[src/rtl/sar_seq_pkg.sv]
package sar_seq_pkg;

  typedef enum logic [1:0] {
    WIRE_SEP   = 2'd0,
    WIRE_SHARE = 2'd1,
    WIRE_CHAIN = 2'd2,
    WIRE_RSVD  = 2'd3
  } wiring_e;

  typedef enum logic [2:0] {
    S_IDLE,
    S_QUIET,
    S_CONV,
    S_SHIFT,
    S_DELIVER
  } seq_state_e;

  function automatic int ceil_div(input int num, input int den);
    return (num + den - 1) / den;
  endfunction

  // Worst-case conversion time per variant, in nanoseconds.
  function automatic int conv_time_ns(input int res_bits, input bit turbo);
    if (res_bits > 16) return turbo ? 400 : 500;
    return turbo ? 320 : 420;
  endfunction

  function automatic int conv_cycles(input int res_bits, input bit turbo, input int period_ps);
    return ceil_div(conv_time_ns(res_bits, turbo) * 1000, period_ps);
  endfunction

  function automatic int store_width(input int res_bits);
    return (res_bits > 16) ? 32 : 16;
  endfunction

  function automatic bit signed_part(input int res_bits);
    return res_bits > 16;
  endfunction

endpackage

[src/rtl/sar_interval_timer.sv]
module sar_interval_timer #(
  parameter int CNT_W = 6
) (
  input  logic             clk,
  input  logic             rst_n,
  input  logic             load_i,
  input  logic [CNT_W-1:0] load_val_i,
  output logic             expired_o
);

  logic [CNT_W-1:0] cnt_q;

  always_ff @(posedge clk) begin
    if (!rst_n)              cnt_q <= '0;
    else if (load_i)         cnt_q <= load_val_i;
    else if (cnt_q != '0)    cnt_q <= cnt_q - 1'b1;
  end

  assign expired_o = (cnt_q == '0);

  // once loaded, the interval runs down one step per cycle
  assert_timer_step_R4: assert property (@(posedge clk) disable iff (!rst_n)
    (!load_i && cnt_q != '0) |=> (cnt_q == $past(cnt_q) - 1'b1));

endmodule

[src/rtl/sar_bit_shifter.sv]
module sar_bit_shifter #(
  parameter int RES_BITS = 18,
  parameter int SCLK_DIV = 4
) (
  input  logic                clk,
  input  logic                rst_n,
  input  logic                run_i,
  input  logic                sdi_i,
  output logic                sclk_o,
  output logic                word_done_o,
  output logic [RES_BITS-1:0] word_o
);

  localparam int HALF = SCLK_DIV / 2;
  localparam int PH_W = (SCLK_DIV > 2) ? $clog2(SCLK_DIV) : 1;
  localparam int BC_W = $clog2(RES_BITS + 1);

  logic [PH_W-1:0]     ph_q;
  logic [BC_W-1:0]     bits_q;
  logic                sclk_q;
  logic [RES_BITS-1:0] sr_q;
  logic                rise_evt;
  logic                fall_evt;

  assign rise_evt    = run_i && (ph_q == PH_W'(HALF - 1));
  assign fall_evt    = run_i && (ph_q == PH_W'(SCLK_DIV - 1));
  assign word_done_o = fall_evt && (bits_q == BC_W'(RES_BITS));

  always_ff @(posedge clk) begin
    if (!rst_n) begin
      ph_q   <= '0;
      bits_q <= '0;
      sclk_q <= 1'b0;
      sr_q   <= '0;
    end else if (!run_i) begin
      ph_q   <= '0;
      bits_q <= '0;
      sclk_q <= 1'b0;
    end else begin
      ph_q <= fall_evt ? '0 : ph_q + 1'b1;
      if (rise_evt) begin
        sclk_q <= 1'b1;
        sr_q   <= {sr_q[RES_BITS-2:0], sdi_i};
        bits_q <= bits_q + 1'b1;
      end
      if (fall_evt) sclk_q <= 1'b0;
    end
  end

  assign sclk_o = sclk_q;
  assign word_o = sr_q;

  // clock parks low as soon as the readout stops
  assert_sclk_parks_low_R6: assert property (@(posedge clk) disable iff (!rst_n)
    !run_i |=> !sclk_o);

  // never more captures than the result width
  assert_bit_budget_R8: assert property (@(posedge clk) disable iff (!rst_n)
    bits_q <= BC_W'(RES_BITS));

endmodule

[src/rtl/sar_word_out.sv]
module sar_word_out
  import sar_seq_pkg::*;
#(
  parameter int RES_BITS = 18
) (
  input  logic                               clk,
  input  logic                               rst_n,
  input  logic                               load_i,
  input  logic                               last_i,
  input  logic [RES_BITS-1:0]                raw_i,
  input  logic                               ready_i,
  output logic                               valid_o,
  output logic [store_width(RES_BITS)-1:0]   data_o,
  output logic                               last_o
);

  localparam int  STORE_W = store_width(RES_BITS);
  localparam int  PAD     = STORE_W - RES_BITS;
  localparam bit  SIGNED  = signed_part(RES_BITS);

  logic [STORE_W-1:0] ext;

  generate
    if (PAD > 0) begin : g_pad
      assign ext = {{PAD{SIGNED ? raw_i[RES_BITS-1] : 1'b0}}, raw_i};
    end else begin : g_nopad
      assign ext = raw_i;
    end
  endgenerate

  always_ff @(posedge clk) begin
    if (!rst_n) begin
      valid_o <= 1'b0;
      data_o  <= '0;
      last_o  <= 1'b0;
    end else if (load_i) begin
      valid_o <= 1'b1;
      data_o  <= ext;
      last_o  <= last_i;
    end else if (valid_o && ready_i) begin
      valid_o <= 1'b0;
    end
  end

  // an offered word is held until taken
  assert_word_hold_R11: assert property (@(posedge clk) disable iff (!rst_n)
    (valid_o && !ready_i) |=> (valid_o && $stable(data_o) && $stable(last_o)));

endmodule

[src/rtl/sar_conv_sequencer.sv]
module sar_conv_sequencer
  import sar_seq_pkg::*;
#(
  parameter int RES_BITS      = 18,
  parameter int CHAIN_DEVS    = 3,
  parameter int CLK_PERIOD_PS = 10000,
  parameter int SCLK_DIV      = 4,
  parameter int QUIET_NS      = 20
) (
  input  logic                             clk,
  input  logic                             rst_n,
  input  logic [1:0]                       mode_i,
  input  logic                             turbo_i,
  input  logic                             start_i,
  output logic                             busy_o,
  output logic                             cfg_err_o,
  output logic                             cnv_o,
  output logic                             sel_o,
  output logic                             sclk_o,
  input  logic                             sdi_i,
  output logic                             word_valid_o,
  input  logic                             word_ready_i,
  output logic [store_width(RES_BITS)-1:0] word_data_o,
  output logic                             word_last_o
);

  localparam int QUIET_RAW = ceil_div(QUIET_NS * 1000, CLK_PERIOD_PS);
  localparam int QUIET_CYC = (QUIET_RAW < 1) ? 1 : QUIET_RAW;
  localparam int NORM_CYC  = conv_cycles(RES_BITS, 1'b0, CLK_PERIOD_PS);
  localparam int TURBO_CYC = conv_cycles(RES_BITS, 1'b1, CLK_PERIOD_PS);
  localparam int MAX_CYC   = (NORM_CYC > QUIET_CYC) ? NORM_CYC : QUIET_CYC;
  localparam int CNT_W     = $clog2(MAX_CYC + 1);
  localparam int IDX_W     = (CHAIN_DEVS > 1) ? $clog2(CHAIN_DEVS) : 1;

  wiring_e          mode_in;
  wiring_e          mode_q;
  logic             turbo_q;
  seq_state_e       state_q, state_d;
  logic [IDX_W-1:0] idx_q;
  logic [IDX_W-1:0] idx_top;
  logic             is_last;
  logic             tmr_load;
  logic [CNT_W-1:0] tmr_val;
  logic             tmr_expired;
  logic             shift_run;
  logic             word_done;
  logic             handshake;
  logic [RES_BITS-1:0] raw_word;

  function automatic logic [CNT_W-1:0] conv_len(input wiring_e m, input logic t);
    // chain wiring always waits the normal interval
    return (m == WIRE_CHAIN || !t) ? CNT_W'(NORM_CYC - 1) : CNT_W'(TURBO_CYC - 1);
  endfunction

  assign mode_in   = wiring_e'(mode_i);
  assign cfg_err_o = (mode_in == WIRE_RSVD) || (mode_in == WIRE_CHAIN && turbo_i);
  assign idx_top   = (mode_q == WIRE_CHAIN) ? IDX_W'(CHAIN_DEVS - 1) : '0;
  assign is_last   = (idx_q == idx_top);
  assign handshake = word_valid_o && word_ready_i;
  assign shift_run = (state_q == S_SHIFT);
  assign busy_o    = (state_q != S_IDLE);

  always_comb begin
    state_d  = state_q;
    tmr_load = 1'b0;
    tmr_val  = '0;
    case (state_q)
      S_IDLE: if (start_i && !cfg_err_o) begin
        tmr_load = 1'b1;
        if (mode_in == WIRE_SHARE) begin
          state_d = S_QUIET;
          tmr_val = CNT_W'(QUIET_CYC - 1);
        end else begin
          state_d = S_CONV;
          tmr_val = conv_len(mode_in, turbo_i);
        end
      end
      S_QUIET: if (tmr_expired) begin
        state_d  = S_CONV;
        tmr_load = 1'b1;
        tmr_val  = conv_len(mode_q, turbo_q);
      end
      S_CONV:    if (tmr_expired) state_d = S_SHIFT;
      S_SHIFT:   if (word_done)   state_d = S_DELIVER;
      S_DELIVER: if (handshake)   state_d = is_last ? S_IDLE : S_SHIFT;
      default:   state_d = S_IDLE;
    endcase
  end

  always_ff @(posedge clk) begin
    if (!rst_n) begin
      state_q <= S_IDLE;
      mode_q  <= WIRE_SEP;
      turbo_q <= 1'b0;
      idx_q   <= '0;
    end else begin
      state_q <= state_d;
      if (state_q == S_IDLE && start_i && !cfg_err_o) begin
        mode_q  <= mode_in;
        turbo_q <= turbo_i;
        idx_q   <= '0;
      end else if (state_q == S_DELIVER && handshake && !is_last) begin
        idx_q <= idx_q + 1'b1;
      end
    end
  end

  // Line levels per phase
  always_comb begin
    cnv_o = 1'b0;
    sel_o = 1'b1;
    case (state_q)
      S_IDLE:  sel_o = (mode_in != WIRE_CHAIN);
      S_QUIET: sel_o = 1'b0;
      S_CONV: begin
        sel_o = 1'b1;
        cnv_o = (mode_q == WIRE_SEP);
      end
      S_SHIFT, S_DELIVER: begin
        sel_o = (mode_q == WIRE_CHAIN);
        cnv_o = (mode_q == WIRE_SEP);
      end
      default: sel_o = 1'b1;
    endcase
  end

  sar_interval_timer #(.CNT_W(CNT_W)) u_timer (
    .clk        (clk),
    .rst_n      (rst_n),
    .load_i     (tmr_load),
    .load_val_i (tmr_val),
    .expired_o  (tmr_expired)
  );

  sar_bit_shifter #(.RES_BITS(RES_BITS), .SCLK_DIV(SCLK_DIV)) u_shift (
    .clk         (clk),
    .rst_n       (rst_n),
    .run_i       (shift_run),
    .sdi_i       (sdi_i),
    .sclk_o      (sclk_o),
    .word_done_o (word_done),
    .word_o      (raw_word)
  );

  sar_word_out #(.RES_BITS(RES_BITS)) u_out (
    .clk     (clk),
    .rst_n   (rst_n),
    .load_i  (word_done),
    .last_i  (is_last),
    .raw_i   (raw_word),
    .ready_i (word_ready_i),
    .valid_o (word_valid_o),
    .data_o  (word_data_o),
    .last_o  (word_last_o)
  );

  // a refused start leaves the sequencer idle
  assert_cfg_refuse_R7: assert property (@(posedge clk) disable iff (!rst_n)
    (state_q == S_IDLE && start_i && cfg_err_o) |=> (state_q == S_IDLE));

  // a start during conversion neither restarts nor retargets it
  assert_start_ignored_R10: assert property (@(posedge clk) disable iff (!rst_n)
    (state_q == S_CONV && start_i && !tmr_expired) |=> (state_q == S_CONV && $stable(mode_q)));

  // shared wiring never touches the convert strobe
  assert_share_no_cnv_R3: assert property (@(posedge clk) disable iff (!rst_n)
    (busy_o && mode_q == WIRE_SHARE) |-> !cnv_o);

  // select only moves while the serial clock rests low
  assert_sel_moves_clk_low_R6: assert property (@(posedge clk) disable iff (!rst_n)
    (sel_o != $past(sel_o)) |-> (!sclk_o && !$past(sclk_o)));

  // chain select stays asserted across the whole readout
  assert_chain_sel_high_R5: assert property (@(posedge clk) disable iff (!rst_n)
    (mode_q == WIRE_CHAIN && (state_q == S_SHIFT || state_q == S_DELIVER)) |-> sel_o);

endmodule

[config.mk]
export PLATFORM = sky130hd
export DESIGN_NAME = sar_conv_sequencer
export DESIGN_NICKNAME = d
export VERILOG_FILES = /design/src/rtl/sar_seq_pkg.sv /design/src/rtl/sar_interval_timer.sv /design/src/rtl/sar_bit_shifter.sv /design/src/rtl/sar_word_out.sv /design/src/rtl/sar_conv_sequencer.sv
export SDC_FILE = /design/constraint.sdc
export NUM_CORES = 1
export LEC_CHECK = 0
export BUFFER_PORTS_ARGS = -buffer_cell sky130_fd_sc_hd__buf_2
export CAP_MARGIN = 20
export CORE_MARGIN = 3
export CORE_UTILIZATION = 35
export DETAILED_ROUTE_END_ITERATION = 8
export SYNTH_ARGS = -nofsm -noshare
export SYNTH_HDL_FRONTEND = slang
export SYNTH_HIERARCHICAL = 1
export SYNTH_SLANG_ARGS = --single-unit
[constraint.sdc]
create_clock -name clk -period 3.2 [get_ports clk]
set_input_delay 0.32 -clock clk [delete_from_list [all_inputs] [get_ports clk]]
set_output_delay 0.32 -clock clk [all_outputs]
set_load 0.01 [all_outputs]
After elaboration in Yosys (flattened, before gate mapping)
Cells that the tools add are included.
Operators by class
  $add $sub $neg: 4
  equality and inequality tests: 18
  multiplexer cells: 24
  bitwise logic cells: 2
  reductions and logical operators: 31
Operators with widths (number)
  $mux 6: 5
  $mux 3: 5
  $pmux 3 s5: 1
  $pmux 6 s2: 1
  $logic_and 1x1->1: 10
  $mux 5: 2
  $ne 2x2->1 const B: 5
  $eq 2x2->1 const B: 4
  $eq 3x2->1 const B: 2
  $logic_not 6->1: 1
  $mux 2: 3
  $reduce_bool 6->1: 1
  $reduce_or 3->1: 2
  $sub 6x1->6 const B: 1
  $add 5x1->5 const B: 1
  $eq 5x5->1 const B: 1
  $mux 1: 5
  $reduce_and 5->1: 1
  $add 2x1->2 const B: 2
  $eq 2x1->1 const B: 2
  $logic_not 1->1: 4
  $reduce_and 2->1: 2
  $reduce_bool 2->1: 2
  $reduce_or 2->1: 2
  11 further kinds: 14
Storage, ports and cells
  register bits: 60
  bits of input ports: 8
  output and inout bits: 39
  logic and storage cells: 91

Longest topological paths before layout
  depth in word-level cells: 8
  mapped depth: 12

By module
The synthesis kept the hierarchy.
Modules (own cells, without submodules)
  sar_bit_shifter: times used 1, cells each 122, area an instance 1246.2 sq um
  sar_word_out: times used 1, cells each 78, area an instance 858.3 sq um
  sar_conv_sequencer: times used 1, cells each 79, area an instance 606.8 sq um
  sar_interval_timer: times used 1, cells each 43, area an instance 356.6 sq um

Worst setup path after synthesis
OpenSTA, ideal clock, no wires.
  kind: register -> register
  start: reg state_q[0]
  end: reg state_q[0]
  library setup time: 0.092 ns
  arrival: 2.144 ns
  slack: 0.964 ns
  cell stages (with the launch flop): 13
  buffers on the path: 3
  cell sequence: dfxtp_1 > buf_2 > inv_2 > nor2_1 > buf_6 > buf_6 > nand4_1 > nor3_1 > nand2_1 > nor3b_1 > a21oi_2 > nand4_1 > o32ai_1
On the way
  cells in the longest elaborated chain, start to end: 5
  elaborated cells on any way between the ends: 14
  those cells by class: eq/ne: 9; mux: 1; reduce/logical: 4
RTL lines
  start, declared: RTL line sar_conv_sequencer.sv:38  | seq_state_e state_q, state_d;
  start signal, assigned: RTL line sar_conv_sequencer.sv:97  | state_q <= state_d;
  $eq 3x2->1: RTL line sar_conv_sequencer.sv:60  | assign shift_run = (state_q == S_SHIFT);
  via shift_run: RTL line sar_conv_sequencer.sv:45  | logic shift_run;
  $logic_and 1x1->1: RTL line sar_bit_shifter.sv:26  | assign fall_evt = run_i && (ph_q == PH_W'(SCLK_DIV - 1));
  $logic_and 1x1->1: RTL line sar_bit_shifter.sv:27  | assign word_done_o = fall_evt && (bits_q == BC_W'(RES_BITS));
  via word_done: RTL line sar_conv_sequencer.sv:46  | logic word_done;
  $ne 2x1->1 (no line)
  $reduce_and 5->1 (no line)
The timed path passes the listed nets, and every way through them passes these cells.
A chain may end at the register's enable or synchronous reset.

Final worst setup path
Ends and elaborated chain as after synthesis.

==> results.cfg <==
[worst_setup_path]
r2r-start = state_q[0]
crit_start = state_q[0]
worst-path-max-fanout = 15
path_cells = inv_2 > nor2_2 > nand4_1 > nor3_2 > nand2_1 > nor3b_1 > a21oi_2 > nand4_1 > o32ai_1
critical_path_arrival_ns = 2.31
start_kind = flop
cpMostUsedCell = nand4_1
worst_setup_path_end_kind = flop
cp.required_ns = 3.44
worstReg2RegEnd = state_q[0]
r2r_slack_ns = 1.13
crit_type = flop to flop
crit_slowest_cell = dfxtp_1
r2r_cells = 9
max_stage_delay_ns = 0.67

[yosys]
yosys_warnings = 6
synth_area_leaders = dfxtp_1 (39%), mux2i_1 (7.5%), nand3_1 (5.5%)
yosysMostFrequentCell = dfxtp_1
yosysSeqAreaShare_pct = 39.2
async_flop_share_pct = 0
synth_cell_types = 53
syn_area_per_cell_sq_um = 9.53
ys.flop_type = dfxtp_1
synth_top_cell_by_area = dfxtp_1
netlist_area_sq_um = 3070
yosysTopAreaCellShare_pct = 39.2
synth_commonest_cells = dfxtp_1 (60), nand3_1 (34), mux2i_1 (23)
netlist_instances = 322
syn-num-nets = 336
synth_seq_cells = 60
synth-edff-count = 0

[place]
port_buffers = 46
dp_cells = 442
place.detailed.hpwl_um = 3980
gp_congestion = 0.809

[routing]
drtPass1Iterations = 4
drtIter0Drc = 118
ant_nets = 0
dr_total_vias = 2288
routed_wirelength_um = 5920
viasPerCell = 5.00
drc_errors = 0
post_drt_wl_per_cell_um = 12.9

[clock_tree]
cts_resized = 0
cts_hold_buffers = 0
clk_pin_slew_worst_paths_ns = 0.07
cts_tree = built
h-tree-depth = 3
insertion_delay_ns = 0.33
postCtsSetupBuffers = 0
root_buffer = clkbuf_8
cts.sinks = 60
clockBufferDepth = 2
cts_made_buffers = 9

[min_path]
hold_path_depth = 3
whs_endpoint = u_shift/word_o[0]
hold_path.class = primary input to flop
hp-start = sdi_i

[floorplanning]
io_pins = 47
dieArea_sq_um = 9930
num_rows = 33
die_h_um = 99.6
initial_core_util_pct = 36.6
coreArea_sq_um = 8380
die_w_um = 99.6

[power]
leakagePower_nw = 1.31
cellPowerDensity_nw_per_um2 = 623
peakVddDrop_mv = 0.173

[cells_and_area]
synthToLayoutAreaGrowth_pct = 11.3
drive_gt1_share_pct = 26.6
fin_nets = 362
n_fill_cell = 865
final_cells = 458
antenna_cells = 0

[status]
status = completed

[grt]
grt_antenna_before_repair = 0
grt_remaining_overflow = 0
grt_pass1_vias = 2111
grt_first_pass_wirelength_um = 10000
track_usage_pct = 12.5
grt_max_degree = 48

[timing]
fmax_mhz = 483
slew_violations = 0
setup-violations-final = 0
fin_skew_ns = 0.00686
relSlewSlack_pct = 49.2
rsz0062_at_grt = no
worstMarginPinSlew_ns = 0.761
hold_viol = 0
finalCritPeriodShare_pct = 64.7
final.setup.tns_ns = 0
fin_crit_ns = 2.07

[run]
maxCapViolations = 0
[cells in the final DEF, fill, tap and decap left out, types with 2 or more instances in the layout]
master     instances
ha_1               6
a21oi_1           11
nand3_1           34
a21bo_1           15
buf_4              3
a21bo_2            3
nor3_2             2
nand4_1            5
clkinv_4           2
inv_2              2
nand2b_4           2
o21ai_0            7
nor3_1             4
nor2_2             2
nand3b_1           3
o21ai_1            3
nor2_1            10
a21oi_2           13
nor2b_1           22
nand2b_1           2
xor2_1             2
bufinv_16          2
xnor2_1            4
o211ai_1           3
or3_1              2
o311ai_1           2
o31ai_1            2
buf_2             46
nor3b_1            2
inv_1             10
nand2_1           11
o21a_1             2
dfxtp_1           60
mux2i_1           23
clkbuf_8           9
[metrics by stage]
stage	hold WS [ns]	instance area (sq um)	total power [mW]	setup WS [ns]	utilization, %
2_1_floorplan	0.432	3070	1.29	0.964	-
6_report	0.241	3410	2.13	1.13	40.7
4_1_cts	0.215	3410	2.15	1.11	40.7
3_5_place_dp	0.456	3190	1.38	1.16	38.1
5_1_grt	0.268	3410	2.25	0.853	40.7
3_3_place_gp	0.443	3190	1.38	1.16	38.1
[final cells by class]
cell class | count | area (sq um) | share of cell area [%]
multi-input combinational | 216 | 1560 | 45.7
sequential | 60 | 1200 | 35.2
timing repair buffer | 49 | 253 | 7.40
tap | 105 | 131 | 3.85
clock buffer | 9 | 124 | 3.63
clock inverter | 7 | 98.8 | 2.89
inverter | 12 | 45.0 | 1.32
[how the worst max path moves through the flow]
stage | to | slack (ns) | cells after the start
after floorplan | state_q[0] | 0.96 | 12
after global placement | state_q[0] | 1.16 | 9
after detailed placement | state_q[0] | 1.16 | 9
after CTS | state_q[0] | 1.11 | 9
after global routing | u_timer/cnt_q[4] | 0.85 | 9
final | state_q[0] | 1.13 | 9
[flip-flops by register name, indices dropped and copies added, names as in the netlist]
register	count
idx_q	2
mode_q	2
state_q	3
turbo_q	1
u_out/data_o	18
u_out/last_o	1
u_out/valid_o	1
u_shift/bits_q	5
u_shift/ph_q	2
u_shift/sclk_o	1
u_shift/word_o	18
u_timer/cnt_q	6
[cells by family (layout without fill, tap and decap cells)]
group	count (synthesis)	after routing	share of synthesized area, %
XOR/XNOR	6	6	1.71
flip-flops	60	60	39.2
adder cells (fa/ha/maj)	6	6	2.45
AND/OR/NAND/NOR	107	107	19.9
other	1	1	0.122
buffers and inverters	46	77	10.2
AO/OA/AOI/OAI	73	73	19.0
multiplexers	23	23	7.50
[metal layers]
metal	vias to the layer above	GRT usage, %	routed length, um	share of wire (%)
met5	-	0	0	0
met4	0	4.83	97	1.6
met3	7	3.65	264	4.5
met2	53	19.1	2600	44
met1	1059	16.6	2960	50
li1	1169	-	-	-
[report_power, final]
part,internal (mW),total [mW],switching [mW]
Clock,0.442,0.756,0.314
Sequential,0.795,0.864,0.0687
Combinational,0.212,0.506,0.294
[worst max-delay path: cells and delay by family, from the launching register on]
family	cells	cell delay [ns]
and+or+nand+nor	6	0.84
buffers and inverters	1	0.08
DFF	1	0.67
AOI/OAI and AO/OA	2	0.38
Note: power is estimated with default switching activity, not from simulation.
